$ cat config.mk
export PLATFORM = sky130hd
export DESIGN_NAME = adc_seq_ctrl
export DESIGN_NICKNAME = d
export VERILOG_FILES = /design/src/rtl/adc_seq_pkg.sv /design/src/rtl/adc_seq_sync.sv /design/src/rtl/adc_seq_timer.sv /design/src/rtl/adc_seq_chan_pick.sv /design/src/rtl/adc_seq_sat_cnt.sv /design/src/rtl/adc_seq_ctrl.sv
export SDC_FILE = /design/constraint.sdc
export NUM_CORES = 1
export LEC_CHECK = 0
export BUFFER_PORTS_ARGS = -buffer_cell sky130_fd_sc_hd__buf_4
export CORE_UTILIZATION = 53
export DETAILED_ROUTE_END_ITERATION = 10
export PLACE_DENSITY = 0.79
export SLEW_MARGIN = 5
export SYNTH_ARGS = -nofsm -noshare
export SYNTH_HDL_FRONTEND = slang
export SYNTH_SLANG_ARGS = --single-unit
$ cat constraint.sdc
create_clock -name clk -period 6 [get_ports clk]
set_clock_uncertainty 0.1 [all_clocks]
set_input_delay 0.9 -clock clk [delete_from_list [all_inputs] [get_ports clk]]
set_output_delay 0.9 -clock clk [all_outputs]
set_load 0.01 [all_outputs]
$ cat src/rtl/adc_seq_pkg.sv
`timescale 1ns/1ps
package adc_seq_pkg;

    typedef enum logic [2:0] {
        S_IDLE,
        S_WR_LOW,
        S_WR_HOLD,
        S_CONV,
        S_BUSY_RISE,
        S_BUSY_WAIT,
        S_RD_LOW,
        S_RD_GAP
    } seq_state_e;

endpackage

$ cat src/rtl/adc_seq_sync.sv
`timescale 1ns/1ps
// Multi-flop synchronizer for an asynchronous level input.
module adc_seq_sync #(
    parameter int STAGES = 2
) (
    input  logic clk,
    input  logic rst_n,
    input  logic d,
    output logic q
);
    logic [STAGES-1:0] chain;

    generate
        if (STAGES == 1) begin : g_single
            always_ff @(posedge clk or negedge rst_n) begin
                if (!rst_n) chain <= '0;
                else        chain <= d;
            end
        end else begin : g_multi
            always_ff @(posedge clk or negedge rst_n) begin
                if (!rst_n) chain <= '0;
                else        chain <= {chain[STAGES-2:0], d};
            end
        end
    endgenerate

    assign q = chain[STAGES-1];
endmodule

$ cat src/rtl/adc_seq_timer.sv
`timescale 1ns/1ps
// Shared phase counter: load a value, count down to zero and hold there.
module adc_seq_timer #(
    parameter int W = 16
) (
    input  logic         clk,
    input  logic         rst_n,
    input  logic         load,
    input  logic [W-1:0] val,
    output logic         zero
);
    logic [W-1:0] cnt;

    always_ff @(posedge clk or negedge rst_n) begin
        if (!rst_n)        cnt <= '0;
        else if (load)     cnt <= val;
        else if (cnt != 0) cnt <= cnt - 1'b1;
    end

    assign zero = (cnt == '0);
endmodule

$ cat src/rtl/adc_seq_chan_pick.sv
`timescale 1ns/1ps
// Lowest set channel of a mask, plus the number of set channels.
module adc_seq_chan_pick #(
    parameter int NCH  = 4,
    parameter int CH_W = 2
) (
    input  logic [NCH-1:0]  mask,
    output logic [CH_W-1:0] idx,
    output logic            any,
    output logic [CH_W:0]   count
);
    always_comb begin
        idx   = '0;
        count = '0;
        for (int i = NCH - 1; i >= 0; i--) begin
            if (mask[i]) idx = CH_W'(i);
            count = count + (CH_W + 1)'(mask[i]);
        end
        any = |mask;
    end
endmodule

$ cat src/rtl/adc_seq_sat_cnt.sv
`timescale 1ns/1ps
// Saturating event counter.
module adc_seq_sat_cnt #(
    parameter int W = 8
) (
    input  logic         clk,
    input  logic         rst_n,
    input  logic         inc,
    output logic [W-1:0] cnt
);
    always_ff @(posedge clk or negedge rst_n) begin
        if (!rst_n)                cnt <= '0;
        else if (inc && cnt != '1) cnt <= cnt + 1'b1;
    end
endmodule

$ cat src/rtl/adc_seq_ctrl.sv
`timescale 1ns/1ps
module adc_seq_ctrl
    import adc_seq_pkg::*;
#(
    parameter int DATA_W      = 12,
    parameter int NCH         = 4,
    parameter int TMR_W       = 16,
    parameter int DROP_W      = 8,
    parameter int SYNC_STAGES = 2,
    parameter int T_CONVST    = 4,    // start low, cycles (>= 35 ns)
    parameter int T_BUSY_RISE = 12,   // busy must appear within this
    parameter int T_CONV      = 165,  // per-channel conversion, cycles
    parameter int T_EOC       = 18,   // end-of-conversion pulse max, cycles
    parameter int T_MARGIN    = 32,   // slack on the busy window
    parameter int T_RD_LOW    = 4,    // read strobe low (>= 35 ns access)
    parameter int T_RD_GAP    = 3,    // gap and bus release between reads
    parameter int T_WR_LOW    = 2,    // write strobe low (>= 20 ns)
    parameter int T_WR_HOLD   = 1,    // data hold after write rises
    localparam int CH_W       = (NCH > 1) ? $clog2(NCH) : 1
) (
    input  logic              clk,
    input  logic              rst_n,
    input  logic              start_req,
    input  logic              cfg_req,
    input  logic [NCH-1:0]    cfg_mask,
    output logic              adc_convst_n,
    input  logic              adc_busy,
    output logic              adc_cs_n,
    output logic              adc_rd_n,
    output logic              adc_wr_n,
    input  logic [DATA_W-1:0] adc_db_in,
    output logic [DATA_W-1:0] adc_db_out,
    output logic              adc_db_oe,
    input  logic              adc_frst,
    output logic              out_valid,
    output logic [DATA_W-1:0] out_data,
    output logic [CH_W-1:0]   out_chan,
    output logic              out_order_err,
    output logic              timeout_err,
    output logic [DROP_W-1:0] drop_count
);
    localparam int SLOT = T_CONV + T_EOC;

    seq_state_e state_q, state_d;

    logic             busy_s;
    logic             tmr_load, tmr_zero;
    logic [TMR_W-1:0] tmr_val;
    logic [NCH-1:0]   mask_q, rem_q, pick_in;
    logic [CH_W-1:0]  pick_idx;
    logic             pick_any;
    logic [CH_W:0]    pick_cnt;
    logic             first_q;
    logic             take_start, take_cfg, capture, to_err;
    logic [TMR_W-1:0] busy_lim;

    adc_seq_sync #(.STAGES(SYNC_STAGES)) u_busy_sync (
        .clk(clk), .rst_n(rst_n), .d(adc_busy), .q(busy_s)
    );

    adc_seq_timer #(.W(TMR_W)) u_timer (
        .clk(clk), .rst_n(rst_n), .load(tmr_load), .val(tmr_val), .zero(tmr_zero)
    );

    assign pick_in = (state_q == S_IDLE) ? mask_q : rem_q;

    adc_seq_chan_pick #(.NCH(NCH), .CH_W(CH_W)) u_pick (
        .mask(pick_in), .idx(pick_idx), .any(pick_any), .count(pick_cnt)
    );

    adc_seq_sat_cnt #(.W(DROP_W)) u_drop (
        .clk(clk), .rst_n(rst_n),
        .inc((start_req && !take_start) || (cfg_req && !take_cfg)),
        .cnt(drop_count)
    );

    // Busy window for the selected channels, minus one for the load cycle.
    assign busy_lim = TMR_W'(pick_cnt) * TMR_W'(SLOT) - TMR_W'(T_EOC)
                    + TMR_W'(T_MARGIN) - TMR_W'(1);

    // State register
    always_ff @(posedge clk or negedge rst_n) begin
        if (!rst_n) state_q <= S_IDLE;
        else        state_q <= state_d;
    end

    // Next state and phase timer loads
    always_comb begin
        state_d    = state_q;
        tmr_load   = 1'b0;
        tmr_val    = '0;
        take_start = 1'b0;
        take_cfg   = 1'b0;
        capture    = 1'b0;
        to_err     = 1'b0;
        unique case (state_q)
            S_IDLE: begin
                if (cfg_req) begin
                    state_d  = S_WR_LOW;
                    take_cfg = 1'b1;
                    tmr_load = 1'b1;
                    tmr_val  = TMR_W'(T_WR_LOW - 1);
                end else if (start_req && pick_any) begin
                    state_d    = S_CONV;
                    take_start = 1'b1;
                    tmr_load   = 1'b1;
                    tmr_val    = TMR_W'(T_CONVST - 1);
                end
            end
            S_WR_LOW: begin
                if (tmr_zero) begin
                    state_d  = S_WR_HOLD;
                    tmr_load = 1'b1;
                    tmr_val  = TMR_W'(T_WR_HOLD - 1);
                end
            end
            S_WR_HOLD: begin
                if (tmr_zero) state_d = S_IDLE;
            end
            S_CONV: begin
                if (tmr_zero) begin
                    state_d  = S_BUSY_RISE;
                    tmr_load = 1'b1;
                    tmr_val  = TMR_W'(T_BUSY_RISE - 1);
                end
            end
            S_BUSY_RISE: begin
                if (busy_s) begin
                    state_d  = S_BUSY_WAIT;
                    tmr_load = 1'b1;
                    tmr_val  = busy_lim;
                end else if (tmr_zero) begin
                    state_d = S_IDLE;
                    to_err  = 1'b1;
                end
            end
            S_BUSY_WAIT: begin
                if (!busy_s) begin
                    state_d  = S_RD_LOW;
                    tmr_load = 1'b1;
                    tmr_val  = TMR_W'(T_RD_LOW - 1);
                end else if (tmr_zero) begin
                    state_d = S_IDLE;
                    to_err  = 1'b1;
                end
            end
            S_RD_LOW: begin
                if (tmr_zero) begin
                    state_d  = S_RD_GAP;
                    capture  = 1'b1;
                    tmr_load = 1'b1;
                    tmr_val  = TMR_W'(T_RD_GAP - 1);
                end
            end
            S_RD_GAP: begin
                if (tmr_zero) begin
                    if (rem_q == '0) begin
                        state_d = S_IDLE;
                    end else begin
                        state_d  = S_RD_LOW;
                        tmr_load = 1'b1;
                        tmr_val  = TMR_W'(T_RD_LOW - 1);
                    end
                end
            end
            default: state_d = S_IDLE;
        endcase
    end

    // Registered outputs, aligned with the state they belong to
    always_ff @(posedge clk or negedge rst_n) begin
        if (!rst_n) begin
            adc_convst_n  <= 1'b1;
            adc_cs_n      <= 1'b1;
            adc_rd_n      <= 1'b1;
            adc_wr_n      <= 1'b1;
            adc_db_oe     <= 1'b0;
            adc_db_out    <= '0;
            out_valid     <= 1'b0;
            out_data      <= '0;
            out_chan      <= '0;
            out_order_err <= 1'b0;
            timeout_err   <= 1'b0;
        end else begin
            adc_convst_n <= (state_d != S_CONV);
            adc_rd_n     <= (state_d != S_RD_LOW);
            adc_wr_n     <= (state_d != S_WR_LOW);
            adc_cs_n     <= !(state_d inside {S_WR_LOW, S_WR_HOLD, S_RD_LOW});
            adc_db_oe    <= (state_d inside {S_WR_LOW, S_WR_HOLD});
            if (take_cfg) adc_db_out <= DATA_W'(cfg_mask);
            out_valid <= capture;
            if (capture) begin
                out_data      <= adc_db_in;
                out_chan      <= pick_idx;
                out_order_err <= first_q && !adc_frst;
            end
            if (to_err) timeout_err <= 1'b1;
        end
    end

    // Channel bookkeeping for one sequence
    always_ff @(posedge clk or negedge rst_n) begin
        if (!rst_n) begin
            mask_q  <= '1;
            rem_q   <= '0;
            first_q <= 1'b0;
        end else begin
            if (take_cfg) mask_q <= cfg_mask;
            if (take_start) begin
                rem_q   <= mask_q;
                first_q <= 1'b1;
            end else if (capture) begin
                rem_q[pick_idx] <= 1'b0;
                first_q         <= 1'b0;
            end
        end
    end
endmodule

== Word level (Yosys, flattened, before mapping) ==
Cells that the tools add are included.

* Register bits after elaboration: 64
* Output and inout port bits: 42
* Logic and storage cells: 115
* Bits of input ports: 22

* Mux-type cells: 49
* Magnitude comparators: 2
* Bitwise gates (word level): 2
* Add/sub/neg operators: 8
* Reductions and logical operators: 21
* $mul: 1
* Equality and inequality tests: 14

{| class="wikitable"
|+ Operator list
! operator !! number
|-
| case mux 16 bit (6 select lines) || 1
|-
| 2-to-1 mux 16 bit || 3
|-
| 2-to-1 mux 3 bit || 10
|-
| case mux 3 bit (8 select lines) || 1
|-
| 2-to-1 mux 2 bit || 10
|-
| 2-to-1 mux 1 bit || 17
|-
| logical NOT 16 bit || 1
|-
| 2-to-1 mux 4 bit || 4
|-
| nonzero test 16 bit || 1
|-
| subtractor 16 x 1 -> 16 bit (second input constant) || 1
|-
| equality test 3 bit (second input constant) || 5
|-
| subtractor 13 x 2 -> 14 bit (second input constant) || 1
|-
| adder 12 x 7 -> 13 bit (second input constant) || 1
|-
| subtractor 11 x 5 -> 12 bit (second input constant) || 1
|-
| multiplier 3 x 8 -> 11 bit (second input constant) || 1
|-
| equality test 3 x 2 -> 1 bit (second input constant) || 3
|-
| adder 8 x 1 -> 8 bit (second input constant) || 1
|-
| inequality test 8 bit (second input constant) || 1
|-
| adder 3 x 1 -> 3 bit || 2
|-
| equality test 3 x 1 -> 1 bit (second input constant) || 2
|-
| logical AND 1 bit || 6
|-
| nonzero test 2 bit || 3
|-
| case mux 1 bit (5 select lines) || 1
|-
| AND 4 bit || 1
|-
| 16 further kinds || 19
|}

== Longest topological paths before layout ==
* Word-level depth: 14
* Gate-level depth with buffers: 22
* Depth with buffers taken out: 20

== Modules after synthesis ==
From an unflattened synthesis, not the netlist that was laid out.

* Cells, all modules: 461
* Area total of the unflattened synthesis: 4139.0 µm²

{| class="wikitable"
|+ Modules (own cells, without submodules)
! module !! times used !! sequential area each (µm²) !! area an instance (µm²) !! cells each
|-
| adc_seq_ctrl || 1 || 960.9 || 2617.5 || 307
|-
| adc_seq_timer || 1 || 400.4 || 959.7 || 104
|-
| adc_seq_sat_cnt || 1 || 200.2 || 407.9 || 34
|-
| adc_seq_chan_pick || 1 || 0.0 || 103.8 || 14
|-
| adc_seq_sync || 1 || 50.0 || 50.0 || 2
|}

== Least setup slack after synthesis ==
No wires, ideal clock.

* Path kind: register to register
* Start point: register state_q[0]
* End point: register u_timer.cnt[11]
* Setup time: 151 ps
* Period minus slack after synthesis: 5032 ps
* Stages on the path, launching flop included: 22
* Required time: 5749 ps
* Path buffers: 3
* Arrival: 4782 ps
* Setup slack: 968 ps
* Path through: dfrtp_1 > buf_6 > nor3_1 > clkbuf_1 > mux2i_1 > inv_1 > fa_1 > inv_1 > ha_1 > clkbuf_1 > inv_1 > ha_1 > ha_1 > inv_1 > fa_1 > o21ai_0 > xor2_1 > ha_1 > o311a_1 > nand2_1 > o311ai_1 > o211ai_1

* Word-level cells in the longest chain between the ends: 12
* Elaborated cells between the ends (all ways): 25
* Classes of those cells: 6 x add/sub; 1 x mul; 6 x eq/ne; 7 x mux; 5 x reduce/logical

{| class="wikitable"
|+ RTL lines
! what !! RTL line !! source
|-
| from (decl) || adc_seq_ctrl.sv:44 || <nowiki>seq_state_e state_q, state_d;</nowiki>
|-
| from (signal assigned) || adc_seq_ctrl.sv:84 || <nowiki>else state_q <= state_d;</nowiki>
|-
| logical NOT 3 bit || adc_seq_ctrl.sv:65, adc_seq_ctrl.sv:96 ||
|-
| 2-to-1 mux 4 bit || adc_seq_ctrl.sv:65 || <nowiki>assign pick_in = (state_q == S_IDLE) ? mask_q : rem_q;</nowiki>
|-
| adder 1 x 1 -> 2 bit || adc_seq_chan_pick.sv:17 || <nowiki>count = count + (CH_W + 1)'(mask[i]);</nowiki>
|-
| adder 3 x 1 -> 3 bit (2 in series) || adc_seq_chan_pick.sv:17 ||
|-
| multiplier 3 x 8 -> 11 bit || adc_seq_ctrl.sv:78 || <nowiki>assign busy_lim = TMR_W'(pick_cnt) * TMR_W'(SLOT) - TMR_W'(T_EOC)</nowiki>
|-
| subtractor 11 x 5 -> 12 bit || adc_seq_ctrl.sv:78 ||
|-
| adder 12 x 7 -> 13 bit || adc_seq_ctrl.sv:79 || <nowiki>+ TMR_W'(T_MARGIN) - TMR_W'(1);</nowiki>
|-
| subtractor 13 x 2 -> 14 bit || adc_seq_ctrl.sv:79 ||
|-
| 2-to-1 mux 16 bit || adc_seq_ctrl.sv:128 || <nowiki>if (busy_s) begin</nowiki>
|-
| case mux 16 bit (6 select lines) || adc_seq_ctrl.sv:96 || <nowiki>unique case (state_q)</nowiki>
|-
| 2-to-1 mux 16 bit || adc_seq_timer.sv:16 || <nowiki>else if (load) cnt <= val;</nowiki>
|-
| to (signal assigned) || adc_seq_timer.sv:16 ||
|-
| to (signal assigned) || adc_seq_timer.sv:17 || <nowiki>else if (cnt != 0) cnt <= cnt - 1'b1;</nowiki>
|-
| to (decl) || adc_seq_timer.sv:12 || <nowiki>logic [W-1:0] cnt;</nowiki>
|}

Several ways; a longest one is shown, not always the timed one.
A chain may end at the register's enable or synchronous reset.

== Worst setup path in the final report ==
* Start point: register state_q[1]
* End point: register u_timer.cnt[15]

Same word-level chain as after synthesis.

==> out/metrics.yaml <==
cp.required_ns: 6.09
nets: 503
power_density_mw_per_mm2: 235.2
yosys-top-cells-area: "dfrtp_1 37%, nand2_1 8.9%, ha_1 7.4%, dfstp_2 5.6%, xnor2_1 4.9%"
slew_headroom: 0.4356
layout.cells.non_filler: 556
rows: 30
period_needed_ns: 5.314
holdWs_ns: 0.2433
netlist_area_mm2: 0.003741
drt_iter0_markers: 202
numCtsBuffers: 9
cts_setup_buffers: 0
cts_resized: 0
syn2layout_area_growth_pct: 17.99
reg2reg_from: "state_q[1]"
clk_pin_slew_worst_paths_ns: 0.07
fillers: 530
crit_path_start_kind: "flop"
routedWlPerCell_um: 14.32
worstPathMaxFanout: 13
rr_endpoint: "u_timer.cnt[15]"
hold_depth: 0
rr_worst_depth: 18
cts.root.buffer_cell: "clkbuf_8"
num_antenna_cells: 0
synth.most_common_cell: "nand2_1"
vias: 2995
worstPathArrival_ns: 5.41
dieWidth_um: 86.02
core_mm2: 0.006794
tns_ns: 0
leakage_nw: 1.991
r2r_setup_slack_ns: 0.69
grt_pass1_vias: 2768
syn_area_per_cell_um2: 9.376
io_pins: 64
wl_mm: 7.963
ir_worst_vdd_uv: 210.5
overflow: 0
ys_ff_latch: 64
total_power_mw: 1.038
die_area_mm2: 0.007399
drive_above_1_share: 0.2152
grt_antenna_before_repair: 0
hold_violations: 0
initial_core_util: 0.5506
netlist-cell-type-count: 60
maxCapViolations: 0
drv_slew: 0
die_h_um: 86.02
drtAntennaViolNets: 0
worstHoldStart: "u_busy_sync.chain[0]"
synthArstFlopShare: 1.000
whs_endpoint: "u_busy_sync.chain[1]"
via_per_inst: 5.387
synthTopCellsByCount: "89 x nand2_1, 56 x dfrtp_1, 27 x inv_1"
rsz0062_at_grt: "false"
finalCritPeriodShare: 0.8857
synthFlopType: "dfrtp_1"
grt_pass1_wl_mm: 13.11
grt_usage: 0.2276
hold_buffers: 0
setup_violations: 0
hp-class: "flop to flop"
worstSetupEndpointType: "flop"
hpwl_mm: 5.666
htree_levels: 3
drc_errors: 0
place_inst: 540
clk-insertion-delay-late_ns: 0.34
ys_warn_count: 0
tightest_slew_ns: 0.8402
tritoncts: "done"
path_class: "flop to flop"
grt_max_degree: 65
port_buffers: 55
gp_routability_congestion: 0.9602
ys_seq_area_frac: 0.4308
synth_edf_count: 0
max_freq_ghz: 0.1882
syn_inst: 399
cts_sinks: 64
yosysTopAreaCell: "dfrtp_1"
utilization: 0.6497
synth_top_area_share: 0.3746
drt_first_pass_iters: 5
clock_path_buffers: 2
status: "complete, no violations"
## sequential cells by signal, indices dropped and copies added, names as in the netlist
signal and flops:
timeout_err 1, u_drop.cnt 8, u_timer.cnt 16, adc_cs_n 1, adc_db_oe 1, state_q 3, mask_q 4, out_order_err 1
out_data 12, first_q 1, out_valid 1, out_chan 2, u_busy_sync.chain 2, adc_wr_n 1, adc_rd_n 1, rem_q 4
adc_convst_n 1, adc_db_out 4
## power breakdown
group,switching (mW),leakage [nW],internal [mW]
sequential,0.0296,0.682,0.456
clock,0.177,0.121,0.260
combinational,0.0525,1.19,0.0631
total,0.259,1.99,0.779
## cell families (layout without fill, tap and decap cells)
group,after synthesis,after routing,share of synthesized area
AO/OA/AOI/OAI,62,62,0.1177
AND/OR/NAND/NOR,167,167,0.2130
XOR/XNOR,30,30,0.07024
flip-flops,64,64,0.4308
buffers and inverters,46,100,0.06354
other,1,8,0.001002
adder cells (fa/ha/maj),26,26,0.09498
multiplexers,3,3,0.008695
## worst max-delay path: stages (launching register included)
cell and delay, ns:
dfrtp_1 0.53, nor3_1 0.26, buf_4 0.23, mux2i_1 0.39
inv_1 0.14, fa_1 0.52, inv_1 0.11, ha_1 0.35
fa_1 0.58, inv_1 0.04, ha_1 0.31, nand2_1 0.05
o21ai_0 0.24, xor2_1 0.23, ha_1 0.19, o311a_1 0.19
nand2_1 0.10, o311ai_1 0.43, o21ai_0 0.17
## final cells by class
| class | count | area (µm²) | area share |
|---|---|---|---|
| inverters | 28 | 106.4 | 0.02409 |
| clock inverters | 5 | 86.33 | 0.01956 |
| multi-input cells | 296 | 1918 | 0.4345 |
| flip-flops and latches | 64 | 1612 | 0.3651 |
| repair buffers | 56 | 420.4 | 0.09524 |
| well taps | 96 | 120.1 | 0.02721 |
| clock buffers | 11 | 151.4 | 0.03430 |
## cell usage in the layout, fill, tap and decap left out, types with 3 or more instances in the layout
master,instances
and3_1,4
xor2_1,9
or3_4,3
nand3_1,12
a211oi_1,4
nand2_1,89
nor4_1,4
o22ai_1,8
fa_1,4
ha_1,22
dfrtp_1,56
o31ai_1,3
o21ai_0,15
clkbuf_8,11
xnor2_1,21
nor3_1,10
a21oi_1,11
inv_1,27
buf_4,56
conb_1,8
nand4_1,6
nor2_1,20
dfstp_2,8
## per-layer routing
layer | global-route usage | part of all wire
met3 | 0.05294 | 0.052
met5 | 0 | 0
met2 | 0.3564 | 0.48
met4 | 0.06515 | 0.013
met1 | 0.3168 | 0.45
## worst max-delay path by stage
stage	from	end	slack (ns)	cells after the start
after floorplan	state_q[0]	u_timer.cnt[11]	0.97	21
after global placement	state_q[1]	u_timer.cnt[15]	0.95	18
after detailed placement	state_q[1]	u_timer.cnt[14]	0.74	18
after CTS	state_q[1]	u_timer.cnt[14]	0.68	18
after global routing	state_q[1]	u_timer.cnt[14]	0.19	18
final	state_q[1]	u_timer.cnt[15]	0.69	18
## through the flow
step | setup WS (ns) | instance area (µm²)
floorplan | 0.9676 | 3767
global placement | 0.9529 | 4177
detailed placement | 0.7362 | 4177
CTS | 0.6843 | 4414
global route | 0.1938 | 4414
finish | 0.6860 | 4414
(Power assumes the default switching activity.)
